File: src/rtl/regFanoutPkg.sv
package regFanoutPkg;

  localparam int DATA_W  = 25;
  localparam int SPLIT_W = 14;
  localparam int CS_W    = 2;

  typedef struct packed {
    logic capture;
    logic split;
    logic bankB;
  } fanCtlT;

  // Lookup from copy bit index to input index, for either bank.
  function automatic int mapIdx(input logic bankB, input int bitIdx,
                                input int dataW, input int splitW);
    int base;
    base = bankB ? (dataW - splitW) : 0;
    return base + bitIdx;
  endfunction

endpackage

File: src/rtl/regFanoutCtl.sv
module regFanoutCtl
  import regFanoutPkg::*;
#(
  parameter int CS_N = CS_W
) (
  input  logic            clk,
  input  logic            rstN,
  input  logic            cfgSplit,
  input  logic            cfgBankSel,
  input  logic [CS_N-1:0] csN,
  output fanCtlT          ctl
);

  localparam logic [CS_N-1:0] ALL_IDLE = '1;

  logic anySel;

  always_comb begin
    anySel      = (csN != ALL_IDLE);
    ctl.capture = anySel;
    ctl.split   = cfgSplit;
    ctl.bankB   = cfgSplit & cfgBankSel;
  end

  AST_CFG_STATIC: assert property (@(posedge clk) disable iff (!rstN)
    $stable({cfgSplit, cfgBankSel}));

endmodule

File: src/rtl/regFanoutDp.sv
module regFanoutDp
  import regFanoutPkg::*;
#(
  parameter int DW = DATA_W,
  parameter int SW = SPLIT_W
) (
  input  logic            clk,
  input  logic            rstN,
  input  fanCtlT          ctl,
  input  logic [DW-1:0]   dIn,
  output logic [2*SW-1:0] qOut
);

  localparam int OW    = 2 * SW;
  localparam int SPARE = OW - DW;

  logic [SW-1:0] pickA;
  logic [SW-1:0] pickB;
  logic [SW-1:0] pick;
  logic [OW-1:0] nextWord;
  logic [OW-1:0] qReg;

  for (genvar i = 0; i < SW; i++) begin : gMap
    localparam int IA = mapIdx(1'b0, i, DW, SW);
    localparam int IB = mapIdx(1'b1, i, DW, SW);
    assign pickA[i] = dIn[IA];
    assign pickB[i] = dIn[IB];
  end

  always_comb begin
    pick = ctl.bankB ? pickB : pickA;
    if (ctl.split) nextWord = {pick, pick};
    else           nextWord = {{SPARE{1'b0}}, dIn};
  end

  always_ff @(posedge clk or negedge rstN) begin
    if (!rstN)            qReg <= '0;
    else if (ctl.capture) qReg <= nextWord;
  end

  assign qOut = qReg;

  AST_SPARE_LOW: assert property (@(posedge clk) disable iff (!rstN)
    !ctl.split |-> (qOut[OW-1:DW] == '0));
  AST_DUAL_COPY: assert property (@(posedge clk) disable iff (!rstN)
    ctl.split |-> (qOut[OW-1:SW] == qOut[SW-1:0]));
  AST_HOLD_IDLE: assert property (@(posedge clk) disable iff (!rstN)
    !ctl.capture |=> $stable(qOut));
  AST_RESET_CLEAR: assert property (@(posedge clk) disable iff (!rstN)
    $rose(rstN) |-> (qOut == '0));

endmodule

File: src/rtl/regFanoutBuf.sv
module regFanoutBuf
  import regFanoutPkg::*;
#(
  parameter int DW   = DATA_W,
  parameter int SW   = SPLIT_W,
  parameter int CS_N = CS_W
) (
  input  logic            clk,
  input  logic            rstN,
  input  logic            cfgSplit,
  input  logic            cfgBankSel,
  input  logic [CS_N-1:0] csN,
  input  logic [DW-1:0]   dIn,
  output logic [2*SW-1:0] qOut
);

  fanCtlT ctl;

  regFanoutCtl #(.CS_N(CS_N)) uCtl (
    .clk        (clk),
    .rstN       (rstN),
    .cfgSplit   (cfgSplit),
    .cfgBankSel (cfgBankSel),
    .csN        (csN),
    .ctl        (ctl)
  );

  regFanoutDp #(.DW(DW), .SW(SW)) uDp (
    .clk  (clk),
    .rstN (rstN),
    .ctl  (ctl),
    .dIn  (dIn),
    .qOut (qOut)
  );

endmodule

File: config.mk
export PLATFORM = sky130hd
export DESIGN_NAME = regFanoutBuf
export DESIGN_NICKNAME = d
export VERILOG_FILES = /design/src/rtl/regFanoutPkg.sv /design/src/rtl/regFanoutCtl.sv /design/src/rtl/regFanoutDp.sv /design/src/rtl/regFanoutBuf.sv
export SDC_FILE = /design/constraint.sdc
export NUM_CORES = 1
export LEC_CHECK = 0
export BUFFER_PORTS_ARGS = -buffer_cell sky130_fd_sc_hd__buf_2
export CELL_PAD_IN_SITES_DETAIL_PLACEMENT = 1
export CELL_PAD_IN_SITES_GLOBAL_PLACEMENT = 1
export CORE_MARGIN = 2
export CORE_UTILIZATION = 35
export CTS_CLUSTER_DIAMETER = 150
export DETAILED_ROUTE_END_ITERATION = 12
export GPL_TIMING_DRIVEN = 0
export MAX_ROUTING_LAYER = met4
export PLACE_DENSITY_LB_ADDON = 0.3
export SLEW_MARGIN = 20
export SYNTH_ARGS = -nofsm -noshare
export SYNTH_HDL_FRONTEND = slang
export SYNTH_SLANG_ARGS = --single-unit
export TNS_END_PERCENT = 50
File: constraint.sdc
create_clock -name clk -period 1 [get_ports clk]
set_clock_uncertainty 0.05 [all_clocks]
set_input_delay 0.2 -clock clk [delete_from_list [all_inputs] [get_ports clk]]
set_output_delay 0.2 -clock clk [all_outputs]
set_load 0.02 [all_outputs]
==> impl_metrics.env <==
export IMPL_vdd_ir_drop_max_v=0.000593
export IMPL_drtPass1Iterations=4
export IMPL_routed_via_density=5.10
export IMPL_insertedDiodeCount=0
export IMPL_h_tree_depth=1
export IMPL_place_hpwl_um=3420
export IMPL_num_vias=1361
export IMPL_track_usage_pct=20.2
export IMPL_hp_class="input pin to flop"
export IMPL_route_detailed_drc=0
export IMPL_critPathBufInv=1
export IMPL_period_share_pct=107
export IMPL_cp_data_arrival_time_ps=820
export IMPL_initial_utilization_pct=36.1
export IMPL_rsz0062_at_grt="yes"
export IMPL_cts_root_buf="clkbuf_8"
export IMPL_r2r_cells=4
export IMPL_post_route_util_pct=55.1
export IMPL_io_buffers=56
export IMPL_hold_viol=0
export IMPL_synthDistinctLibCells=15
export IMPL_dieArea_um2=4660
export IMPL_p_leak_uw=0.00117
export IMPL_required_ps=750
export IMPL_end_kind="output pin"
export IMPL_final_common_cell="buf_2"
export IMPL_wl_per_cell_um=16.7
export IMPL_pre_cts_slack_ps=-333
export IMPL_routabilityCongestion=0.828
export IMPL_violations="negative setup slack"
export IMPL_crit_type="flop to output pin"
export IMPL_routed_wl_um=4450
export IMPL_cp_num_cells=1
export IMPL_netlist_area_um2=1450
export IMPL_slew_limit_headroom_pct=73.7
export IMPL_fmax_mhz=932
export IMPL_cts_max_path_buffers=2
export IMPL_fillers=463
export IMPL_tightest_slew_ps=394
export IMPL_largest_reg_flops=28
export IMPL_grt_start_max_net_pins=29
export IMPL_grt_ovfl_total=0
export IMPL_syn_num_nets=169
export IMPL_die_w_um=68.3
export IMPL_tritoncts_num_buffers=3
export IMPL_antenna_found_initial=0
export IMPL_worst_path_max_delay_cell="dfrtp_1"
export IMPL_clk_pin_slew_ps=90
export IMPL_synth_seq_cells=28
export IMPL_crit_end="qOut[19]"
export IMPL_startpoint="uDp.qOut[19]$_DFFE_PN0P_"
export IMPL_core_um2=4000
export IMPL_grt_pass1_wl_um=6860
export IMPL_drv_slew=0
export IMPL_drive_gt1_share_pct=44.7
export IMPL_area_growth_synth_to_final_pct=52.4
export IMPL_io_pins=59
export IMPL_cts_tree="done"
export IMPL_start_kind="flop"
export IMPL_drtIter0Drc=55
export IMPL_setup_viol=28
export IMPL_path_delay_family="flip-flops"
export IMPL_path_cells="buf_6"
export IMPL_row_count=23
export IMPL_worst_path_largest_cell_delay_ps=410
export IMPL_status="complete, but fails checks"
export IMPL_rr_startpoint="uDp.qOut[2]$_DFFE_PN0P_"
export IMPL_whs_ps=184
export IMPL_die_height_um=68.3
export IMPL_r2r_end="uDp.qOut[2]$_DFFE_PN0P_"
export IMPL_synth_warnings=0
export IMPL_clkSinkCount=28
export IMPL_path_max_fanout=2
export IMPL_grt_pass1_vias=1410
export IMPL_clk_latency_ps=270
export IMPL_fin_nets=250
export IMPL_ant_nets=0
export IMPL_syn_inst=138
export IMPL_power_density_nw_per_um2=1340
export IMPL_fin_crit_ps=1070
export IMPL_avgSynthCellArea_um2=10.5
export IMPL_drv_cap=0
export IMPL_synth_yosys_seq_area_share_pct=48.5
export IMPL_layout_common_cells="33 x buf_2, 28 x mux2i_1, 28 x buf_6, 28 x dfrtp_1, 20 x buf_4"
export IMPL_fin_ws_ps=-72.7
export IMPL_r2r_setup_slack_ps=70
[layout make-up]
cell class | count | area, um^2 | area share, %
plain buffers | 12 | 97.6 | 4.43
clock buffers | 3 | 41.3 | 1.88
multi-input cells | 98 | 689 | 31.3
flip-flops and latches | 28 | 701 | 31.8
well taps | 50 | 62.6 | 2.84
repair buffers | 76 | 611 | 27.7
[power by group]
group / internal [uW] / switching [uW] / total [uW]
registers: 1250 / 87.2 / 1340
logic: 522 / 480 / 1000
clock network: 271 / 339 / 609
[stage by stage]
| stage | power, uW | setup TNS, ps | instances | cell area (um^2) |
|---|---|---|---|---|
| after floorplan | 1760 | -24.5 | 138 | 1460 |
| after global placement | 2030 | -5860 | 244 | 1800 |
| after detailed placement | 2070 | -6940 | 244 | 1800 |
| after CTS | 2830 | -1870 | 255 | 2030 |
| after global routing | 3090 | -2380 | 267 | 2200 |
| final | 2950 | -1670 | 267 | 2200 |
[worst min-delay path by stage]
| stage | end | depth (start not counted) | from | slack [ps] |
|---|---|---|---|---|
| after floorplan | uDp.qOut[0]$_DFFE_PN0P_ | 0 | rstN | -150 |
| after global placement | uDp.qOut[5]$_DFFE_PN0P_ | 1 | rstN | 180 |
| after detailed placement | uDp.qOut[7]$_DFFE_PN0P_ | 1 | rstN | 210 |
| after CTS | uDp.qOut[8]$_DFFE_PN0P_ | 3 | dIn[8] | 190 |
| final | uDp.qOut[8]$_DFFE_PN0P_ | 3 | dIn[8] | 180 |
| after global routing | uDp.qOut[4]$_DFFE_PN0P_ | 3 | dIn[4] | 210 |
[cell families (layout without fill, tap and decap cells)]
| group | after synthesis | count (layout) | synth area share [%] |
|---|---|---|---|
| buffers and inverters | 12 | 91 | 5.89 |
| DFF | 28 | 28 | 48.5 |
| muxes | 28 | 28 | 19.4 |
| and+or+nand+nor | 31 | 31 | 8.92 |
| AOI/OAI and AO/OA | 39 | 39 | 17.3 |
[synth_stat cells]
library cell | instances | area share, %
nand2_4 | 1 | 0.78
buf_6 | 2 | 1.6
nand2b_1 | 1 | 0.43
o21ai_1 | 7 | 2.4
a211oi_1 | 11 | 5.7
a21o_1 | 11 | 5.7
dfrtp_1 | 28 | 48
and2_1 | 1 | 0.43
nor2_1 | 11 | 2.9
o21ai_0 | 10 | 3.5
mux2i_1 | 28 | 19
buf_12 | 1 | 1.4
buf_2 | 7 | 2.4
clkbuf_1 | 2 | 0.52
nand2_1 | 17 | 4.4
[routing by layer]
layer / GRT usage, % / part of all wire [%] / vias up
met1: 25.0 / 43 / 678
li1: - / - / 645
met5: - / 0 / -
met4: 6.50 / 0.85 / 0
met3: 2.47 / 2.7 / 7
met2: 34.2 / 53 / 31
[timing repair]
action                                 4_1_cts  5_1_grt
hold buffers                                 1        0
gates cloned                                 0        0
pin swaps                                    0        0
setup endpoints to repair                   38       61
endpoints found under the hold margin       28        0
resized for setup                           41       24
buffers inserted                             7       12
No activity file was read; power rests on OpenSTA's default activity.
